$ cat config.mk
export PLATFORM = sky130hd
export DESIGN_NAME = spi_host_regs
export DESIGN_NICKNAME = d
export VERILOG_FILES = /design/src/rtl/spih_pkg.sv /design/src/rtl/spih_fifo.sv /design/src/rtl/spih_regs.sv /design/src/rtl/spih_shifter.sv /design/src/rtl/spi_host_regs.sv
export SDC_FILE = /design/constraint.sdc
export NUM_CORES = 1
export LEC_CHECK = 0
export BUFFER_PORTS_ARGS = -buffer_cell sky130_fd_sc_hd__buf_2
export CAP_MARGIN = 20
export CORE_MARGIN = 2
export CORE_UTILIZATION = 31
export CTS_BUF_LIST = sky130_fd_sc_hd__clkbuf_8
export CTS_CLUSTER_DIAMETER = 120
export DETAILED_ROUTE_END_ITERATION = 10
export PLACE_DENSITY = 0.56
export SLEW_MARGIN = 20
export SYNTH_ARGS = -nofsm -noshare
export SYNTH_HDL_FRONTEND = slang
export SYNTH_SLANG_ARGS = --single-unit
export TNS_END_PERCENT = 5
$ cat constraint.sdc
create_clock -name clk -period 2.3 [get_ports clk]
set_input_delay 0.115 -clock clk [delete_from_list [all_inputs] [get_ports clk]]
set_output_delay 0.115 -clock clk [all_outputs]
set_load 0.005 [all_outputs]
$ cat src/rtl/spih_pkg.sv
package spih_pkg;

    localparam logic [7:0] A_CTRL = 8'h60;
    localparam logic [7:0] A_STAT = 8'h64;
    localparam logic [7:0] A_TXD  = 8'h68;
    localparam logic [7:0] A_RXD  = 8'h6C;
    localparam logic [7:0] A_SEL  = 8'h70;

    localparam int CTRL_W = 10;

    // Bit0 is the least significant field (last declared).
    typedef struct packed {
        logic lsb_first;
        logic hold;
        logic manual_ss;
        logic rx_flush;
        logic tx_flush;
        logic cpha;
        logic cpol;
        logic master;
        logic enable;
        logic loop;
    } ctrl_t;

    localparam ctrl_t CTRL_RST = ctrl_t'(10'h100);

    typedef struct packed {
        logic fault;
        logic tx_full;
        logic tx_empty;
        logic rx_full;
        logic rx_empty;
    } stat_t;

    typedef enum logic {SH_IDLE, SH_RUN} sh_state_t;

    function automatic logic [31:0] pack_stat(stat_t s);
        return {27'd0, s};
    endfunction

    function automatic logic [31:0] pack_ctrl(ctrl_t c);
        return {{(32 - CTRL_W){1'b0}}, c};
    endfunction

endpackage

$ cat src/rtl/spih_fifo.sv
module spih_fifo #(
    parameter int W     = 8,
    parameter int DEPTH = 4,
    localparam int AW   = (DEPTH > 1) ? $clog2(DEPTH) : 1,
    localparam int LW   = $clog2(DEPTH + 1)
) (
    input  logic          clk,
    input  logic          rst,
    input  logic          clr,
    input  logic          push,
    input  logic [W-1:0]  din,
    input  logic          pop,
    output logic [W-1:0]  dout,
    output logic          empty,
    output logic          full,
    output logic [LW-1:0] level
);
    logic [W-1:0]  mem [DEPTH];
    logic [AW-1:0] wptr, rptr;
    logic          do_push, do_pop;

    assign empty   = (level == '0);
    assign full    = (level == LW'(DEPTH));
    assign do_push = push && !full;
    assign do_pop  = pop && !empty;
    assign dout    = mem[rptr];

    function automatic logic [AW-1:0] bump(logic [AW-1:0] p);
        return (p == AW'(DEPTH - 1)) ? '0 : p + AW'(1);
    endfunction

    always_ff @(posedge clk) begin
        if (rst || clr) begin
            wptr  <= '0;
            rptr  <= '0;
            level <= '0;
        end else begin
            if (do_push) wptr <= bump(wptr);
            if (do_pop)  rptr <= bump(rptr);
            case ({do_push, do_pop})
                2'b10:   level <= level + LW'(1);
                2'b01:   level <= level - LW'(1);
                default: level <= level;
            endcase
        end
    end

    always_ff @(posedge clk) begin
        if (do_push && !clr) mem[wptr] <= din;
    end

endmodule

$ cat src/rtl/spih_regs.sv
module spih_regs
    import spih_pkg::*;
#(
    parameter int WORD_W = 8,
    parameter int NSS    = 4
) (
    input  logic              clk,
    input  logic              rst,
    input  logic              bus_wr,
    input  logic              bus_rd,
    input  logic [7:0]        bus_addr,
    input  logic [31:0]       bus_wdata,
    output logic [31:0]       bus_rdata,
    input  logic [WORD_W-1:0] rx_dout,
    input  stat_t             stat,
    output ctrl_t             ctrl,
    output logic [NSS-1:0]    sel,
    output logic              tx_push,
    output logic              rx_pop
);
    logic wr_ctrl, wr_sel;
    logic unused_wdata;

    assign unused_wdata = ^bus_wdata;
    assign wr_ctrl = bus_wr && (bus_addr == A_CTRL);
    assign wr_sel  = bus_wr && (bus_addr == A_SEL);
    assign tx_push = bus_wr && (bus_addr == A_TXD);
    assign rx_pop  = bus_rd && (bus_addr == A_RXD);

    always_ff @(posedge clk) begin
        if (rst) begin
            ctrl <= CTRL_RST;
            sel  <= '1;
        end else begin
            if (wr_ctrl) begin
                ctrl <= ctrl_t'(bus_wdata[CTRL_W-1:0]);
            end else begin
                ctrl.tx_flush <= 1'b0;
                ctrl.rx_flush <= 1'b0;
            end
            if (wr_sel) sel <= bus_wdata[NSS-1:0];
        end
    end

    always_comb begin
        bus_rdata = '0;
        if (bus_rd) begin
            case (bus_addr)
                A_CTRL:  bus_rdata = pack_ctrl(ctrl);
                A_STAT:  bus_rdata = pack_stat(stat);
                A_RXD:   bus_rdata = 32'(rx_dout);
                A_SEL:   bus_rdata = 32'(sel);
                default: bus_rdata = '0;
            endcase
        end
    end

endmodule

$ cat src/rtl/spih_shifter.sv
module spih_shifter
    import spih_pkg::*;
#(
    parameter int WORD_W = 8,
    parameter int DIV    = 2,
    localparam int EW    = $clog2(2 * WORD_W),
    localparam int DVW   = (DIV > 1) ? $clog2(DIV) : 1
) (
    input  logic              clk,
    input  logic              rst,
    input  logic              go,
    input  logic              tx_empty,
    input  logic [WORD_W-1:0] tx_data,
    output logic              tx_pop,
    input  logic              cpol,
    input  logic              cpha,
    input  logic              lsb_first,
    input  logic              loop,
    input  logic              miso,
    output logic              rx_push,
    output logic [WORD_W-1:0] rx_data,
    output logic              busy,
    output logic              sclk,
    output logic              mosi
);
    sh_state_t         state;
    logic [EW-1:0]     ecnt;
    logic [DVW-1:0]    divcnt;
    logic              sclk_q;
    logic [WORD_W-1:0] txs, rxs, rx_next;
    logic              tick, lead, sample_now, shift_now, last, rx_in;

    assign busy   = (state == SH_RUN);
    assign tx_pop = (state == SH_IDLE) && go && !tx_empty;
    assign sclk   = busy ? sclk_q : cpol;
    assign mosi   = lsb_first ? txs[0] : txs[WORD_W-1];
    assign rx_in  = loop ? mosi : miso;

    always_comb begin
        tick       = busy && (divcnt == DVW'(DIV - 1));
        lead       = !ecnt[0];
        // CPHA=0: sample on leading edges; CPHA=1: sample on trailing edges
        sample_now = tick && (lead ^ cpha);
        shift_now  = tick && (cpha ? (lead && (ecnt != '0)) : !lead);
        last       = tick && (ecnt == EW'(2 * WORD_W - 1));
        rx_next    = lsb_first ? {rx_in, rxs[WORD_W-1:1]}
                               : {rxs[WORD_W-2:0], rx_in};
        rx_push    = last;
        rx_data    = sample_now ? rx_next : rxs;
    end

    always_ff @(posedge clk) begin
        if (rst) begin
            state  <= SH_IDLE;
            ecnt   <= '0;
            divcnt <= '0;
            sclk_q <= 1'b0;
            txs    <= '0;
            rxs    <= '0;
        end else begin
            case (state)
                SH_IDLE: begin
                    if (tx_pop) begin
                        txs    <= tx_data;
                        state  <= SH_RUN;
                        ecnt   <= '0;
                        divcnt <= '0;
                        sclk_q <= cpol;
                    end
                end
                SH_RUN: begin
                    if (tick) begin
                        divcnt <= '0;
                        sclk_q <= !sclk_q;
                        ecnt   <= ecnt + EW'(1);
                        if (sample_now) rxs <= rx_next;
                        if (shift_now) txs <= lsb_first ? (txs >> 1) : (txs << 1);
                        if (last) state <= SH_IDLE;
                    end else begin
                        divcnt <= divcnt + DVW'(1);
                    end
                end
                default: state <= SH_IDLE;
            endcase
        end
    end

endmodule

$ cat src/rtl/spi_host_regs.sv
module spi_host_regs
    import spih_pkg::*;
#(
    parameter int WORD_W = 8,
    parameter int DEPTH  = 4,
    parameter int DIV    = 2,
    parameter int NSS    = 4,
    localparam int LW    = $clog2(DEPTH + 1)
) (
    input  logic           clk,
    input  logic           rst,
    input  logic           bus_wr,
    input  logic           bus_rd,
    input  logic [7:0]     bus_addr,
    input  logic [31:0]    bus_wdata,
    output logic [31:0]    bus_rdata,
    output logic           sclk,
    output logic           mosi,
    input  logic           miso,
    output logic [NSS-1:0] ss_n
);
    ctrl_t             ctrl;
    stat_t             stat;
    logic [NSS-1:0]    sel;
    logic              tx_push, rx_pop, tx_pop, rx_push, busy, go;
    logic [WORD_W-1:0] tx_dout, rx_dout, rx_din;
    logic              tx_empty, tx_full, rx_empty, rx_full;
    logic [LW-1:0]     tx_level, rx_level;

    assign go = ctrl.enable && ctrl.master && !ctrl.hold;
    assign ss_n = (ctrl.manual_ss || busy) ? sel : '1;

    always_comb begin
        stat.fault    = 1'b0;
        stat.tx_full  = tx_full;
        stat.tx_empty = tx_empty;
        stat.rx_full  = rx_full;
        stat.rx_empty = rx_empty;
    end

    spih_regs #(.WORD_W(WORD_W), .NSS(NSS)) u_regs (
        .clk(clk), .rst(rst), .bus_wr(bus_wr), .bus_rd(bus_rd),
        .bus_addr(bus_addr), .bus_wdata(bus_wdata), .bus_rdata(bus_rdata),
        .rx_dout(rx_dout), .stat(stat), .ctrl(ctrl), .sel(sel),
        .tx_push(tx_push), .rx_pop(rx_pop)
    );

    spih_fifo #(.W(WORD_W), .DEPTH(DEPTH)) u_txq (
        .clk(clk), .rst(rst), .clr(ctrl.tx_flush),
        .push(tx_push), .din(bus_wdata[WORD_W-1:0]),
        .pop(tx_pop), .dout(tx_dout),
        .empty(tx_empty), .full(tx_full), .level(tx_level)
    );

    spih_fifo #(.W(WORD_W), .DEPTH(DEPTH)) u_rxq (
        .clk(clk), .rst(rst), .clr(ctrl.rx_flush),
        .push(rx_push), .din(rx_din),
        .pop(rx_pop), .dout(rx_dout),
        .empty(rx_empty), .full(rx_full), .level(rx_level)
    );

    spih_shifter #(.WORD_W(WORD_W), .DIV(DIV)) u_shift (
        .clk(clk), .rst(rst), .go(go),
        .tx_empty(tx_empty), .tx_data(tx_dout), .tx_pop(tx_pop),
        .cpol(ctrl.cpol), .cpha(ctrl.cpha), .lsb_first(ctrl.lsb_first),
        .loop(ctrl.loop), .miso(miso),
        .rx_push(rx_push), .rx_data(rx_din),
        .busy(busy), .sclk(sclk), .mosi(mosi)
    );

endmodule

Word-level counts from Yosys, hierarchy flattened
Memory sizes are Yosys's and may differ from the RTL's. A register that Yosys moved wholly into a read port is not among the register bits.
Index checks and enable logic that the tools add are counted.
Word-level totals
  memories kept: 2
  RAM bits: 64
  bits of input ports: 45
  flip-flop bits (word level): 51
Operators by class
  bitwise operators: 3
  eq/ne operators: 19
  add/subtract/negate cells: 10
  reductions and logical operators: 40
  multiplexer cells: 41
Memory list
  u_rxq.mem: words 4, width 8, rd ports 1, clocked after Yosys merged registers in 1, wr ports 1, RTL line spih_fifo.sv:18  | logic [W-1:0] mem [DEPTH];
  u_txq.mem: words 4, width 8, rd ports 1, clocked after Yosys merged registers in 1, wr ports 1, RTL line spih_fifo.sv:18
Operators by type and width (count)
  $mux 8: 6
  $eq 8x7->1 const B: 5
  $pmux 10 s4: 1
  $mux 32: 1
  $logic_and 1x1->1: 19
  $mux 2: 8
  $pmux 8 s2: 1
  $mux 1: 15
  $eq 2x2->1 const B: 6
  $mux 4: 3
  $pmux 3 s2: 2
  $logic_not 1->1: 9
  $add 2x1->2 const B: 4
  $pmux 4 s2: 1
  $add 3x1->3 const B: 2
  $eq 3x3->1 const B: 2
  $logic_not 3->1: 2
  $ne 2x2->1 const B: 3
  $pmux 1 s2: 3
  $sub 3x1->3 const B: 2
  $add 4x1->4 const B: 1
  $eq 2x1->1 const B: 2
  $eq 4x4->1 const B: 1
  $reduce_and 2->1: 2
  other kinds (8): 12

Longest topological paths before layout
  depth in word-level cells: 7
  mapped depth: 10
  depth with buffers taken out: 9

Hierarchy
From an unflattened synthesis, not the netlist that was laid out.
Second synthesis, totals
  cells, all modules: 483
  area total of the unflattened synthesis: 5765.5 um^2
By module, submodules not included
  spih_fifo (u_txq): seq. area each 1141.1 um^2, cells each 97, area an instance 1659.1 um^2, instances 1
  spih_fifo (u_rxq): seq. area each 1141.1 um^2, cells each 96, area an instance 1650.3 um^2, instances 1
  spih_shifter: seq. area each 460.4 um^2, cells each 151, area an instance 1318.8 um^2, instances 1
  spih_regs: seq. area each 280.3 um^2, cells each 133, area an instance 1094.8 um^2, instances 1
  spi_host_regs: seq. area each 0.0 um^2, cells each 6, area an instance 42.5 um^2, instances 1

Worst setup path before layout
No wires, ideal clock.
  path type: reg-to-reg
  start: register u_shift.state, in the netlist u_shift.busy
  end: register u_txq.level[2]
  setup slack: -81 ps
  period minus slack after synthesis: 2381 ps
  cell stages (with the launch flop): 11
  data required time: 2230 ps
  arrival time: 2311 ps
  path through: dfxtp_1 and4bb_2 nand2_1 inv_1 clkbuf_1 ha_1 inv_1 fa_1 xor2_1 or3_1 a21oi_1
Between the ends
  longest elaborated chain between the ends: 6
Ends and longest elaborated chain
  start: declaration: RTL line spih_shifter.sv:26  | sh_state_t state;
  start signal: assignment: RTL line spih_shifter.sv:54  | state <= SH_IDLE;
  start signal: assignment: RTL line spih_shifter.sv:65  | state <= SH_RUN;
  start signal: assignment: RTL line spih_shifter.sv:78  | if (last) state <= SH_IDLE;
  $not 1->1 *: RTL line spih_shifter.sv:34  | assign tx_pop = (state == SH_IDLE) && go && !tx_empty;
  $logic_and 1x1->1 * (2 in series): RTL line spih_shifter.sv:34
  $logic_and 1x1->1 *: RTL line spih_fifo.sv:25  | assign do_pop = pop && !empty;
  $eq 2x1->1 or $eq 2x2->1 (tied branches): RTL line spih_fifo.sv:40  | case ({do_push, do_pop})
  $pmux 3 s2 or $reduce_bool 2->1 (tied branches)
  end signal: assignment: RTL line spih_fifo.sv:41  | 2'b10: level <= level + LW'(1);
  end signal: assignment: RTL line spih_fifo.sv:42  | 2'b01: level <= level - LW'(1);
  end signal: assignment: RTL line spih_fifo.sv:43  | default: level <= level;
  end: declaration: RTL line spih_fifo.sv:16  | output logic [LW-1:0] level
Mark *: on every way between the ends. The rest lies on a longest branch, timed or not.
A chain may end at the register's enable or synchronous reset.

Final worst setup path
  start: register u_shift.ecnt[1]
  end: register u_rxq.level[2]
Between the ends
  longest elaborated chain between the ends: 5
Ends and longest elaborated chain
  start: declaration: RTL line spih_shifter.sv:27  | logic [EW-1:0] ecnt;
  start signal: assignment: RTL line spih_shifter.sv:75  | ecnt <= ecnt + EW'(1);
  $eq 4x4->1 *: RTL line spih_shifter.sv:45  | last = tick && (ecnt == EW'(2 * WORD_W - 1));
  $logic_and 1x1->1 *: RTL line spih_shifter.sv:45
  $logic_and 1x1->1 *: RTL line spih_fifo.sv:24  | assign do_push = push && !full;
  $eq 2x1->1 or $eq 2x2->1 (tied branches): RTL line spih_fifo.sv:40
  $pmux 3 s2 or $reduce_bool 2->1 (tied branches)
  end signal: assignment: RTL line spih_fifo.sv:41
  end signal: assignment: RTL line spih_fifo.sv:42
  end signal: assignment: RTL line spih_fifo.sv:43
  end: declaration: RTL line spih_fifo.sv:16
Marks and branches as above.

==> impl_metrics.toml <==
[clocking]
clockBufferDepth = 2
cts_tree = "done"
clk_latency_ns = 0.44
htree_num_levels = 4
clkTransAtPathRegs_ns = 0.07
clockRootBuffer = "clkbuf_8"
clock_sinks = 119
cts_buffers = 17

[detailed_routing]
vias_per_cell = 4.84
vias = 3769
ant_nets = 0
firstDrtPassIters = 4
route.detailed.wl_per_inst_um = 16.3
route.detailed.drc = 0
drtIter0Drc = 226
routed_wl_um = 12700

[synth]
yosysMostFrequentCell = "edfxtp_1"
syn_area_mm2 = 0.00550
synthTopCellsByCount = "64 x edfxtp_1, 55 x dfxtp_1, 42 x nor2_1, 32 x a21oi_1, 28 x nand2_1"
synth_cell_types = 50
yosys.area.top_type = "edfxtp_1"
syn_inst = 469
ys.flop_type = "edfxtp_1"
avgSynthCellArea_um2 = 11.7
async_flop_share_pct = 0
yosysWarnings = 0
ys_ff_latch = 119
synth-edff-count = 64
synth.area.top_cells = "edfxtp_1 35%, dfxtp_1 20%, mux4_2 6.6%"
synth_top_area_share_pct = 35.0
seq_area_frac_synth_pct = 55.0

[timing]
timing.final.crit_share_pct = 93.6
tns_ns = 0
setup_viol = 0
rsz0062_at_grt = "no"
final_max_slew_viol_count = 0
finalHoldViolCount = 0
finClkSkew_ns = 0.0140
max_slew_margin_pct = 60.1
period_minus_slack_ns = 2.15
setup_slack_ns = 0.147
worst_pin_slew_ns = 0.599
fmax_mhz = 464

[worst_setup_path]
worst_r2r_path_depth = 9
arrival_ns = 2.52
required_ns = 2.67
critPathCaptureType = "register"
cp_top_family = "adder cells"
critical_path_cell_count = 9
crit_path_frequent_cell = "ha_1"
worst-path-buf-inv = 1
critical_path_class = "register to register"
start_kind = "register"
cp_slowest_cell = "fa_1"
cp_cell_sequence = "ha_1, nand3_2, a211o_1, ha_1, inv_1, fa_1, xor2_1, or3_1, a21oi_1"
r2r_slack_ns = 0.15
slowest_delay_ns = 0.38
crit_fanout = 4

[pwr]
cellPowerDensity_mw_per_mm2 = 609
p_sw_mw = 0.859
p_leak_nw = 2.34
power_frac_seq_pct = 56.8
p_clk_share_pct = 40.1
switching_share_pct = 21.9
power.internal_mw = 3.06
peakVddDrop_uv = 377
finalPower_mw = 3.92
combPwrFrac_pct = 3.1

[finish]
final_area_mm2 = 0.00644
drive_gt1_share_pct = 22.6
diodes = 0
syn_to_final_growth_pct = 17.1
layout.nets = 602
final_cells = 778
nFillCells = 1715

[placement]
post-place-cells = 737
place_area_mm2 = 0.00600
io_buffers = 38
dp_slack_ns = 0.0265
gp_congestion = 0.794
detailed_place_hpwl_um = 9130

[global_routing]
grt_max_degree = 30
overflow = 0
grt_usage_pct = 14.3
grt_pass1_wl_um = 19700
grt_pass1_vias = 3722
antenna_found_initial = 0

[status]
outcome = "complete, no violations"

[floorplanning]
io_pins = 83
initial_core_util_pct = 31.8
dieArea_mm2 = 0.0188
dieWidth_um = 137
coreArea_mm2 = 0.0173
die_y_um = 137
rows = 48

[run]
drv_cap = 0

[worst_hold_path]
worstHoldPathCells = 4
min_path_type = "input port to register"
cell families after synthesis:
| group | share of synthesized area, % |
|---|---|
| and+or+nand+nor | 12.7 |
| DFF | 55.0 |
| AOI/OAI and AO/OA | 9.38 |
| buffers and inverters | 6.47 |
| muxes | 11.5 |
| adders and majority gates | 3.92 |
| xor gates and xnor gates | 0.956 |
| other | 0.0682 |
worst min-delay path: stages:
cell and delay (ns):
buf_2 0.13, nor3_1 0.08, nand3_1 0.07, a21oi_1 0.05
metrics by stage:
step	hold slack (ns)	util (%)
detailed placement	0.360	34.7
floorplan	0.214	-
global placement	0.350	34.7
finish	0.0578	37.2
CTS	0.0369	37.1
global route	0.0815	37.2
power by group through the flow:
stage | logic, mW | clock network [mW] | registers (mW)
floorplan | 0.0845 | 0 | 2.27
global placement | 0.108 | 0 | 2.27
detailed placement | 0.110 | 0 | 2.27
CTS | 0.123 | 1.62 | 2.23
global route | 0.138 | 1.72 | 2.22
finish | 0.124 | 1.57 | 2.23
registers in the layout (all words and copies together), names as in the netlist, 4 cells and up, named ones only:
| signal | cells |
|---|---|
| u_regs.ctrl | 10 |
| u_shift.ecnt | 4 |
| u_txq.mem | 32 |
| u_rxq.mem | 32 |
| u_regs.sel | 4 |
| u_shift.rxs | 8 |
| u_shift.txs | 8 |
cells in the final DEF, fill, tap and decap left out, drive strengths merged, types with 9 or more instances in the layout:
cell type,synthesis,routed
nand2,28,28
nor3,10,10
nor3b,9,9
ha,14,14
nor2,42,42
clkbuf,14,20
a21oi,32,32
a211oi,12,12
conb,1,22
dfxtp,55,55
mux4,16,16
o21ai,17,17
mux2i,27,27
edfxtp,64,64
dlygate4sd3,0,10
inv,22,28
buf,32,68
or3,10,10
layer usage:
metal	track usage, %	wire length [µm]
met1	16.7	5340
met4	6.01	208
met2	24.7	6590
met5	0	0
met3	3.70	562
cell type report:
cell class                      instances  area (µm²)  area share [%]
Multi-Input combinational cell        303        2210            34.3
Clock inverter                         11        48.8           0.758
Tap cell                              225         282            4.37
Clock buffer                           20         275            4.28
Sequential cell                       119        3020            47.0
Inverter                               22        82.6            1.28
Timing Repair Buffer                   78         515            8.01
worst paths after layout:
kind,endpoint,start
min reg2reg,register,u_txq.rptr[1]
min,u_txq.wptr[1],bus_addr[0]
max reg2reg,u_rxq.level[2],u_shift.ecnt[1]
max,u_rxq.level[2],u_shift.ecnt[1]
what timing repair did:
item                                    4_1_cts  5_1_grt
hold buffers                                 10        0
hold endpoints to repair                     43        0
buffers inserted                              0        0
pin swaps                                     0        1
endpoints found under the setup margin        2        2
resized for setup                             1        3
Power figures use the tool's default switching activity.
